[src/rtl/tmr_pkg.sv]
package tmr_pkg;
  localparam int unsigned TMR_CNT_W  = 16;
  localparam int unsigned TMR_BYTE_W = TMR_CNT_W / 2;
  localparam int unsigned TMR_SEL_W  = 3;

  typedef logic [TMR_CNT_W-1:0]  cnt_t;
  typedef logic [TMR_BYTE_W-1:0] byte_t;

  typedef enum logic {
    OFS_UPPER = 1'b0,
    OFS_LOWER = 1'b1
  } cnt_ofs_e;

  typedef struct packed {
    cnt_t value;
    logic rolled;
  } cnt_step_t;

  // One counting step: advance on tick, flag rollover from all ones.
  function automatic cnt_step_t step_count(input cnt_t cur, input logic tick);
    cnt_step_t r;
    r.value  = tick ? cur + 1'b1 : cur;
    r.rolled = tick && (cur == '1);
    return r;
  endfunction

  // Selected byte for a read access.
  function automatic byte_t pick_byte(input cnt_t cur, input logic lower,
                                      input logic held, input byte_t snap);
    if (!lower) return cur[TMR_CNT_W-1:TMR_BYTE_W];
    return held ? snap : cur[TMR_BYTE_W-1:0];
  endfunction
endpackage

[src/rtl/tmr_prescaler.sv]
module tmr_prescaler
  import tmr_pkg::*;
#(
  parameter int unsigned SEL_W       = TMR_SEL_W,
  parameter int unsigned SYNC_STAGES = 2
) (
  input  logic             clk,
  input  logic             rst_n,
  input  logic             restart,
  input  logic [SEL_W-1:0] src,
  input  logic             ext_clk,
  output logic             ext_rise,
  output logic             tick
);
  localparam int unsigned N_SRC    = 1 << SEL_W;
  localparam int unsigned EXT_CODE = N_SRC - 1;
  localparam int unsigned DIV_W    = EXT_CODE - 1;

  logic [DIV_W-1:0]     div_q;
  logic [SYNC_STAGES:0] sync_q;
  logic [N_SRC-1:0]     tap;

  always_ff @(posedge clk or negedge rst_n) begin
    if (!rst_n)       div_q <= '0;
    else if (restart) div_q <= '0;
    else              div_q <= div_q + 1'b1;
  end

  always_ff @(posedge clk or negedge rst_n) begin
    if (!rst_n) sync_q <= '0;
    else        sync_q <= {sync_q[SYNC_STAGES-1:0], ext_clk};
  end

  assign ext_rise = sync_q[SYNC_STAGES-1] & ~sync_q[SYNC_STAGES];

  for (genvar g = 0; g < N_SRC; g++) begin : g_tap
    if (g == 0) begin : g_bus
      assign tap[g] = 1'b1;
    end else if (g == EXT_CODE) begin : g_ext
      assign tap[g] = ext_rise;
    end else begin : g_div
      assign tap[g] = &div_q[g-1:0];
    end
  end

  assign tick = tap[src];
endmodule

[src/rtl/tmr_counter.sv]
module tmr_counter
  import tmr_pkg::*;
(
  input  logic clk,
  input  logic rst_n,
  input  logic clear,
  input  logic tick,
  output cnt_t count,
  output logic wrap
);
  cnt_step_t nxt;

  always_comb nxt = step_count(count, tick);

  always_ff @(posedge clk or negedge rst_n) begin
    if (!rst_n) begin
      count <= '0;
      wrap  <= 1'b0;
    end else if (clear) begin
      count <= '0;
      wrap  <= 1'b0;
    end else begin
      count <= nxt.value;
      wrap  <= nxt.rolled;
    end
  end
endmodule

[src/rtl/tmr_readout.sv]
module tmr_readout
  import tmr_pkg::*;
(
  input  logic  clk,
  input  logic  rst_n,
  input  logic  clear,
  input  logic  rd_upper,
  input  logic  rd_lower,
  input  logic  rd_active,
  input  logic  lower_sel,
  input  cnt_t  count,
  output byte_t rdata,
  output logic  hold,
  output byte_t hold_buf
);
  always_ff @(posedge clk or negedge rst_n) begin
    if (!rst_n) begin
      hold     <= 1'b0;
      hold_buf <= '0;
    end else if (clear || rd_lower) begin
      hold <= 1'b0;
    end else if (rd_upper && !hold) begin
      hold     <= 1'b1;
      hold_buf <= count[TMR_BYTE_W-1:0];
    end
  end

  always_comb
    rdata = rd_active ? pick_byte(count, lower_sel, hold, hold_buf) : '0;
endmodule

[src/rtl/coherent_timer.sv]
module coherent_timer
  import tmr_pkg::*;
(
  input  logic                  clk,
  input  logic                  rst_n,
  input  logic                  cfg_we,
  input  logic [TMR_SEL_W-1:0]  cfg_src,
  input  logic                  cfg_clr,
  input  logic                  ext_clk,
  input  logic                  bus_en,
  input  logic                  bus_wr,
  input  logic                  bus_addr,
  output logic [TMR_BYTE_W-1:0] bus_rdata,
  output logic [TMR_SEL_W-1:0]  src_sel,
  output logic [TMR_CNT_W-1:0]  count_o,
  output logic                  wrap_o
);
  logic  clr_q;
  logic  tick;
  logic  ext_rise;
  logic  rd_active;
  logic  rd_upper;
  logic  rd_lower;
  logic  hold;
  byte_t hold_buf;

  always_ff @(posedge clk or negedge rst_n) begin
    if (!rst_n) begin
      src_sel <= '0;
      clr_q   <= 1'b0;
    end else if (cfg_we) begin
      src_sel <= cfg_src;
      clr_q   <= cfg_clr;
    end else begin
      clr_q   <= 1'b0;
    end
  end

  assign rd_active = bus_en && !bus_wr;
  assign rd_upper  = rd_active && (cnt_ofs_e'(bus_addr) == OFS_UPPER);
  assign rd_lower  = rd_active && (cnt_ofs_e'(bus_addr) == OFS_LOWER);

  tmr_prescaler #(.SEL_W(TMR_SEL_W), .SYNC_STAGES(2)) u_pre (
    .clk(clk), .rst_n(rst_n), .restart(clr_q), .src(src_sel),
    .ext_clk(ext_clk), .ext_rise(ext_rise), .tick(tick)
  );

  tmr_counter u_cnt (
    .clk(clk), .rst_n(rst_n), .clear(clr_q), .tick(tick),
    .count(count_o), .wrap(wrap_o)
  );

  tmr_readout u_rd (
    .clk(clk), .rst_n(rst_n), .clear(clr_q), .rd_upper(rd_upper),
    .rd_lower(rd_lower), .rd_active(rd_active), .lower_sel(bus_addr),
    .count(count_o), .rdata(bus_rdata), .hold(hold), .hold_buf(hold_buf)
  );
endmodule

[config.mk]
export PLATFORM = sky130hd
export DESIGN_NAME = coherent_timer
export DESIGN_NICKNAME = d
export VERILOG_FILES = /design/src/rtl/tmr_pkg.sv /design/src/rtl/tmr_prescaler.sv /design/src/rtl/tmr_counter.sv /design/src/rtl/tmr_readout.sv /design/src/rtl/coherent_timer.sv
export SDC_FILE = /design/constraint.sdc
export NUM_CORES = 1
export LEC_CHECK = 0
export BUFFER_PORTS_ARGS = -buffer_cell sky130_fd_sc_hd__buf_2
export CORE_MARGIN = 4
export CORE_UTILIZATION = 55
export DETAILED_ROUTE_END_ITERATION = 6
export GPL_TIMING_DRIVEN = 0
export PLACE_DENSITY_LB_ADDON = 0.05
export SYNTH_ARGS = -nofsm -noshare
export SYNTH_HDL_FRONTEND = slang
export SYNTH_SLANG_ARGS = --single-unit
[constraint.sdc]
create_clock -name clk -period 2.3 [get_ports clk]
set_input_delay 0.115 -clock clk [delete_from_list [all_inputs] [get_ports clk]]
set_output_delay 0.115 -clock clk [all_outputs]
set_load 0.005 [all_outputs]
==> impl_results.md, run 1 <==
* First-pass DRT Iterations at 4
* Die W at about 70 µm
* DRC viols at 0
* Vias in the first global route at approximately 1.8k
* WL final at roughly 4.6 mm
* TritonCTS clock tree: done
* Met3 Usage GRT at 0.05682
* Ant. Diodes at 0
* Unique cell type count in the Yosys netlist at roughly 40
* Seq/Total Area, Yosys at 0.4483
* Static leakage at roughly 1.2 nW
* CTS root buffer: clkbuf_8
* Tcrit/Tclk final at 0.9227
* Crit path time final at about 2.1 ns
* Post-synth top area share at 0.4483
* I/O pins at 39
* Clk_lat worst skew at 0.28 ns
* DR vias at around 1.7k
* Total track usage at 0.1981
* Largest net degree at the start of global routing at 40
* Fmax at ~470 MHz
* CTS Buffer Depth at 2
* H-tree depth at 2
* Setup WS post-layout at between 0.15 and 0.2 ns
* Final core occ at 0.6771
* Slew Limit Fails at 0
* Area growth syn-to-layout at 16.44%
* Top_reg_cell synth: dfrtp_1
* Most frequent cell after synthesis: dfrtp_1
* CP arrival at between 2 and 2.5 ns
* Synth cell count leaders: dfrtp_1 (39), nor2_1 (20), nand2_1 (16), mux2_1 (15), nor2b_1 (14)
* Row cnt at 22
* Register bit count reported by yosys at 39
* RSZ-0062 raised after global routing: no
* Worst hold path class: in -> reg
* Share of post-route cells with drive strength above 1 at 0.3145
* Largest area contributor in the netlist: dfrtp_1
* GRT busiest layer: met2
* Initial core utilization at 0.5816
* Die area at just over 0.005 mm²
* Met1 track demand over resource at 0.2621
* Tot Pwr at around 1.6 mW
* Die Y at about 71 µm
* Slew Limit Headroom at 0.4240
* Reg clk slew, reported paths at roughly 0.070 ns
* Final nets at about 260
* Final std cells w/o fill at around 300
* DR WL/cell at between 15 and 20 µm
* Mapped cell area at approximately 0.0022 mm²
* Crit path kind: reg -> reg
* Top post-synthesis cells by area: dfrtp_1 (45%), mux2_1 (7.8%), mux2i_1 (4.1%)
* Final Instance Area at about 0.0025 mm²
* Worst-Margin Slew at just under 0.9 ns
* Cells after synthesis at 201
* Core area at 0.003744 mm²
* Global route overflow at 0
* First-pass GRT wire length at around 8.0 mm
* Max rail drop VDD at between 400 and 500 µV
* Pwr per Cell Area at 612.7 mW/mm²
* CP Launch Type: register
* DRT antenna net count at 0
* Post-synth EDFFs at 0
* Synth warn at 0
* Port Buffers at 38
* Syn_nets at approximately 220
* Final setup violation count at 0
* Critical-path maximum fanout at 10
* Initial DRC Count at around 80
* Placement Setup Slack at between 0.15 and 0.2 ns
* Final GP Congestion at around 0.85
* Met2 GRT Util at 0.3172
* TritonCTS Sinks at 39
* Avg Cell Area, Syn at around 11 µm²
* Setup TNS at 0 ns
* DP HPWL at 3.378 mm
* Max cap viols at 0
* CTS Buf Count at 5
* Vias/cell at about 5.6
* Ys async rst share at 1.000
* Fin Hold WS at between 0.03 and 0.04 ns
* Outcome: completed
* Area post-placement at 0.002427 mm²
* Initial antenna violation count at 0
* CP Data Required Time at 2.47 ns
* Cells resized by post-CTS repair at 0
* Worst Clk Skew at 0.003879 ns
* Final Hold Vio Count at 0
* Worst setup EP type: register
* Cell count after placement at approximately 290
## worst paths after layout
check | endpoint | cells after the start | slack [ns] | from
worst max-delay path | u_cnt.count[4] | 9 | 0.18 | u_pre.div_q[0]
worst min-delay path | clr_q | 2 | 0.03 | cfg_clr
worst max register to register | u_cnt.count[4] | 9 | 0.18 | u_pre.div_q[0]
worst min register to register | u_pre.sync_q[1] | 0 | 0.35 | u_pre.sync_q[0]
max in group asynchronous | u_cnt.count[0] | 2 | 1.28 | rst_n
min in group asynchronous | u_cnt.count[12] | 2 | 0.48 | rst_n
## cell usage in the layout (no fill, tap or decap), drive strengths merged, types with 2 or more instances in the layout
master,n
a21boi,4
a21o,2
a21oi,14
and3,7
buf,42
clkbuf,8
dfrtp,39
dlygate4sd3,2
ha,4
mux2,24
mux2i,9
nand2,16
nand2b,2
nand3,12
nor2,21
nor2b,14
o211ai,2
o21ai,10
xor2,2
## what timing repair did
action                    in CTS  in global routing
buffers inserted               0                  0
hold endpoints to repair      40                  0
hold buffers                   2                  0
## cells by family after synthesis
logic type,Yosys count,share of synthesized area
multiplexers,33,0.1759
XOR/XNOR,3,0.01207
buffers and inverters,8,0.02529
AO/OA/AOI/OAI,35,0.1218
AND/OR/NAND/NOR,79,0.1937
adder cells (fa/ha/maj),4,0.02299
flip-flops,39,0.4483
## critical path, stage by stage (launching register included)
cell,delay [ns]
dfrtp_1,0.44
ha_1,0.22
and3_4,0.19
ha_1,0.13
nand2_1,0.06
o21ai_2,0.22
o21ai_2,0.13
buf_6,0.16
a21oi_2,0.14
mux2_4,0.31
## metal layers
metal / vias to the layer above / routed length, µm / part of all wire
met1: 804 / 2061 / 0.45
met3: 8 / 290 / 0.063
met2: 53 / 2157 / 0.47
met4: 0 / 69 / 0.015
met5: - / 0 / 0
li1: 797 / - / -
## final cells by class
class | count | area [µm²]
Inverter | 1 | 3.754
Clock inverter | 1 | 5.005
Sequential cell | 39 | 975.9
Tap cell | 48 | 60.06
Multi-Input combinational cell | 154 | 1146
Buffer | 7 | 51.30
Timing Repair Buffer | 40 | 210.2
Fill cell | 305 | 1209
Clock buffer | 6 | 82.58
## flip-flops by register name, summed over array words and instances (netlist names)
name and count:
u_cnt.count 16, u_rd.hold_buf 8, u_pre.div_q 6, src_sel 3
u_pre.sync_q 3, clr_q 1, u_cnt.wrap 1, u_rd.hold 1
## power by group
part / internal (mW) / switching (mW)
combinational: 0.121 / 0.128
clock: 0.235 / 0.229
sequential: 0.752 / 0.0873
(Power assumes the default switching activity.)
==> run 2, diff against run 1 <==
- ABC_CLOCK_PERIOD_IN_PS: not set -> 2300
- BUFFER_PORTS_ARGS: -buffer_cell sky130_fd_sc_hd__buf_2 -> -buffer_cell sky130_fd_sc_hd__buf_4
- CORE_UTILIZATION: 55 -> 45
==> impl_results.md, run 2 (synthesis gave the netlist of run 1 again) <==
* Min-delay src: cfg_clr
* DR WL/cell at about 15 µm
* Largest net degree at the start of global routing at 40
* Share of post-route cells with drive strength above 1 at 0.3145
* Vias/cell at roughly 5.4
* DR vias at ~1.6k
* TritonCTS clock tree: done
* Die Y at just under 80 µm
* Static leakage at ~1.2 nW
* RSZ-0062 raised after global routing: no
* Final GP Congestion at between 0.7 and 0.8
* Beginning of the critical path: u_pre.div_q[0]
* Worst-Margin Slew at around 0.56 ns
* CP arrival at between 2 and 2.5 ns
* TritonCTS Sinks at 39
* Clk_lat worst skew at between 0.2 and 0.3 ns
* Setup TNS at 0 ns
* Max rail drop VDD at between 400 and 500 µV
* H-tree depth at 2
* Area growth syn-to-layout at 21.49%
* Die area at ~0.006 mm²
* Largest reg by FF count: u_cnt.count
* Initial core utilization at 0.4640
* Final Hold Vio Count at 0
* CTS Buf Count at 5
* Outcome: completed
* Max FFs per register at 16
* Worst setup EP type: register
* DP HPWL at 3.409 mm
* Crit path time final at 2.141 ns
* Max cap viols at 0
* CP Data Required Time at ~2.5 ns
* DRC viols at 0
* Post-CTS setup buffer count at 0
* Ant. Diodes at 0
* Area post-placement at roughly 0.0025 mm²
* CTS root buffer: clkbuf_8
* CP Launch Type: register
* Flop2flop setup slack at between 0.15 and 0.2 ns
* Final setup violation count at 0
* Vias in the first global route at ~1.7k
* I/O pins at 39
* Max layer used: met4
* Row cnt at 25
* DRT antenna net count at 0
* Worst hold path class: in -> reg
* WL met3 at just over 200 µm
* CTS Buffer Depth at 2
* Final nets at 263
* Critical-path maximum fanout at 6
* Slew Limit Fails at 0
* Fmax at roughly 470 MHz
* Tcrit/Tclk final at 0.9309
* Die W at approximately 78 µm
* Slew Limit Headroom at 0.6281
* Most frequent cells in the layout: buf_4 (39), dfrtp_1 (39), nor2_1 (20), nand2_1 (16), mux2_1 (15)
* WL final at about 4.7 mm
* M1 WL at between 2 and 2.5 mm
* Pwr per Cell Area at approximately 600 mW/mm²
* Initial DRC Count at 66
* Final Instance Area at 0.002645 mm²
* Port Buffers at 38
* Total track usage at 0.1712
* Worst Clk Skew at just under 0.009 ns
* Global route overflow at 0
* Core area at between 0.004 and 0.005 mm²
* Reg clk slew, reported paths at about 0.07 ns
* Biggest regs: u_cnt.count: 16 flops, u_rd.hold_buf: 8 flops, u_pre.div_q: 6 flops
* First-pass DRT Iterations at 4
* Crit path kind: reg -> reg
* DR WL met2 at between 2 and 2.5 mm
* First-pass GRT wire length at about 8.2 mm
* Reg2reg start: u_pre.div_q[0]
* Initial antenna violation count at 0
## run 2: changes by cell type in the layout (fill, tap and decap cells not counted)
cell / before / now
buf_2: 39 / 1
buf_4: 1 / 39
o21ai_2: 2 / 1
o21ai_4: 0 / 1
## run 2: timing repair
action                                 in CTS  in global routing
setup endpoints to repair                   0                  8
hold buffers                                2                  0
gates resized for setup                     0                  1
endpoints found under the hold margin      40                  0
## run 2: path summary, 6_finish.rpt
check | endpoint | cells after the start
worst min-delay path | clr_q | 2
min in group asynchronous | u_cnt.wrap | 2
max in group asynchronous | u_rd.hold_buf[3] | 2
worst min register to register | u_pre.sync_q[1] | 0
worst max register to register | u_cnt.count[14] | 8
worst max-delay path | u_cnt.count[14] | 8
## run 2: layout make-up
| cell class | instances | area, µm² |
|---|---|---|
| Buffer | 7 | 51.30 |
| Clock buffer | 6 | 82.58 |
| Clock inverter | 1 | 5.005 |
| Fill cell | 435 | 2047 |
| Inverter | 1 | 3.754 |
| Multi-Input combinational cell | 154 | 1154 |
| Sequential cell | 39 | 975.9 |
| Tap cell | 54 | 67.56 |
| Timing Repair Buffer | 40 | 305.3 |
## run 2: metal layers
metal,GRT usage,vias up
met1,0.2239,780
met4,0.05872,0
met5,0,-
met3,0.02784,8
li1,-,798
met2,0.2876,34
## run 2: critical path, cell delays in order, from the launching register on
cell      delay [ns]
dfrtp_1         0.45
ha_1            0.25
and3_4          0.19
ha_1            0.17
nand2_1         0.10
o21ai_4         0.08
o211ai_2        0.33
a21oi_1         0.14
mux2_1          0.33
## run 2: report_power, final
part | switching, mW | internal (mW) | total [mW]
registers | 0.0808 | 0.753 | 0.833
clock network | 0.222 | 0.235 | 0.457
logic | 0.128 | 0.137 | 0.265
total | 0.431 | 1.12 | 1.56
## run 2: per-stage QoR
step           instances  hold WS, ns  total power, mW  worst slack (ns)  utilization
6_report             302      0.03240            1.555            0.1589       0.5637
2_1_floorplan        201      -0.1806           0.9996            0.3468            -
4_1_cts              302      0.02991            1.581            0.1308       0.5621
3_5_place_dp         293       0.1169            1.112            0.1628       0.5392
5_1_grt              302      0.03170            1.653           0.01647       0.5637
3_3_place_gp         293       0.1172            1.109            0.1841       0.5392
==> run 3, diff against run 2 <==
- CAP_MARGIN: not set -> 20
- CORE_MARGIN: 4 -> not set
==> impl_results.md, run 3 (synthesis gave the netlist of run 1 again) <==
* Slew Limit Headroom at 0.6211
* Worst-path cell chain: ha_1 -> and3_4 -> ha_1 -> nand2_1 -> o21ai_2 -> o21ai_2 -> buf_6 -> a21oi_2 -> mux2_4
* Ant. Diodes at 0
* First-pass DRT Iterations at 4
* Max rail drop VDD at ~290 µV
* Beginning of the critical path: u_pre.div_q[0]
* Fmax at 477.4 MHz
* Final setup violation count at 0
* DRC viols at 0
* CP arrival at ~2.3 ns
* Port Buffers at 38
* Most frequent cells in the layout: buf_4 (39), dfrtp_1 (39), nor2_1 (20), nand2_1 (16), mux2_1 (15)
* Cells resized by post-CTS repair at 0
* Vias in the first global route at approximately 1.6k
* Tcrit/Tclk final at 0.9106
* Total track usage at 0.2060
* Crit path time final at 2.094 ns
* Fill cell count at about 440
* CP max stage cell: dfrtp_1
* Biggest regs: u_cnt.count: 16 flops, u_rd.hold_buf: 8 flops, u_pre.div_q: 6 flops
* DR WL/cell at 15.50 µm
* TritonCTS clock tree: done
* Worst Clk Skew at a little under 0.008 ns
* CP peak stage delay at 0.43 ns
* DR vias at between 1.5k and 2k
* Worst-Margin Slew at 0.5684 ns
* Worst hold path class: in -> reg
* Initial core utilization at 0.4833
* Max FFs per register at 16
* Buf+Inv Stages, Crit Path at 1
* Share of post-route cells with drive strength above 1 at 0.3133
* First-pass GRT wire length at about 8.1 mm
* I/O pins at 39
* WL final at about 4.7 mm
* Multi-input gate area at roughly 0.0011 mm²
* Outcome: completed
* Largest reg by FF count: u_cnt.count
* CP Launch Type: register
* Vias/cell at around 5.4
* Max cap viols at 0
* DP HPWL at 3.376 mm
* Reg2reg start: u_pre.div_q[0]
* Largest net degree at the start of global routing at 40
* Initial DRC Count at between 100 and 150
* Setup TNS at 0 ns
* CP Data Required Time at approximately 2.5 ns
* H-tree depth at 2
* Worst path top cell family by delay: compound AO/OA/AOI/OAI gates
* Sequential Area at about 980 µm²
* Final nets at 263
* Die area at 0.005120 mm²
* Global route overflow at 0
* Critical-path maximum fanout at 10
* Final GP Congestion at 0.7678
* CTS Buffer Depth at 2
* Pwr per Cell Area at 606.6 mW/mm²
* RSZ-0062 raised after global routing: no
* Fin Hold WS at 0.03790 ns
* Row cnt at 24
* Clk_lat worst skew at a little under 0.3 ns
* Worst setup EP type: register
* Area growth syn-to-layout at 21.61%
* CTS Buf Count at 5
* Final core occ at 0.5878
* Final Hold Vio Count at 0
* Min-delay src: cfg_clr
* Tot Pwr at about 1.6 mW
* Core area at 0.004504 mm²
* Die W at 71.56 µm
* Die Y at just over 70 µm
* TritonCTS Sinks at 39
* Slew Limit Fails at 0
* Crit path kind: reg -> reg
* DRT antenna net count at 0
* Initial antenna violation count at 0
* Reg clk slew, reported paths at roughly 0.07 ns
* Static leakage at approximately 1.2 nW
* CTS root buffer: clkbuf_8
[run 3: worst reg2reg max path: cells and delay by family, from the launching register on]
kind            cells  cell delay [ns]
compound gates      3             0.49
fa+ha+maj           2             0.34
flops               1             0.43
buf+inv             1             0.17
mux                 1             0.31
simple gates        2             0.24
[run 3: final timing paths]
path | slack, ns | cells past startpoint | end
max in group asynchronous | 1.61 | 2 | u_rd.hold_buf[5]
worst min-delay path | 0.04 | 2 | clr_q
min in group asynchronous | 0.33 | 2 | u_cnt.count[13]
worst min register to register | 0.36 | 0 | u_pre.sync_q[1]
worst max register to register | 0.21 | 9 | u_cnt.count[4]
worst max-delay path | 0.21 | 9 | u_cnt.count[4]
[run 3: cell type report]
| cell class | count | area share |
|---|---|---|
| Multi-Input combinational cell | 154 | 0.4329 |
| Sequential cell | 39 | 0.3686 |
| Clock buffer | 8 | 0.03781 |
| Buffer | 7 | 0.01938 |
| Inverter | 1 | 0.001418 |
| Timing Repair Buffer | 40 | 0.1153 |
| Tap cell | 52 | 0.02457 |
[run 3: metal layers]
metal / GRT usage / vias to the layer above / share of wire
li1: - / 798 / -
met1: 0.2849 / 783 / 0.49
met2: 0.3280 / 28 / 0.47
met3: 0.05485 / 6 / 0.031
met4: 0.04357 / 0 / 0.0062
met5: 0 / - / 0
[run 3: power breakdown]
group          total, mW  internal [mW]  switching, mW
Clock              0.508          0.274          0.234
Combinational      0.262          0.136          0.126
Sequential         0.836          0.752         0.0842
[run 3: timing repair]
action,CTS,global route
hold buffers,2,0
buffers inserted,0,0
endpoints found under the hold margin,40,0
[run 3: metrics by stage]
stage	setup slack (ns)	area [µm²]	instances
finish	0.2055	2648	301
global route	0.05518	2648	301
CTS	0.1799	2648	301
detailed placement	0.1927	2527	291
global placement	0.1816	2527	291
floorplan	0.3468	2177	201
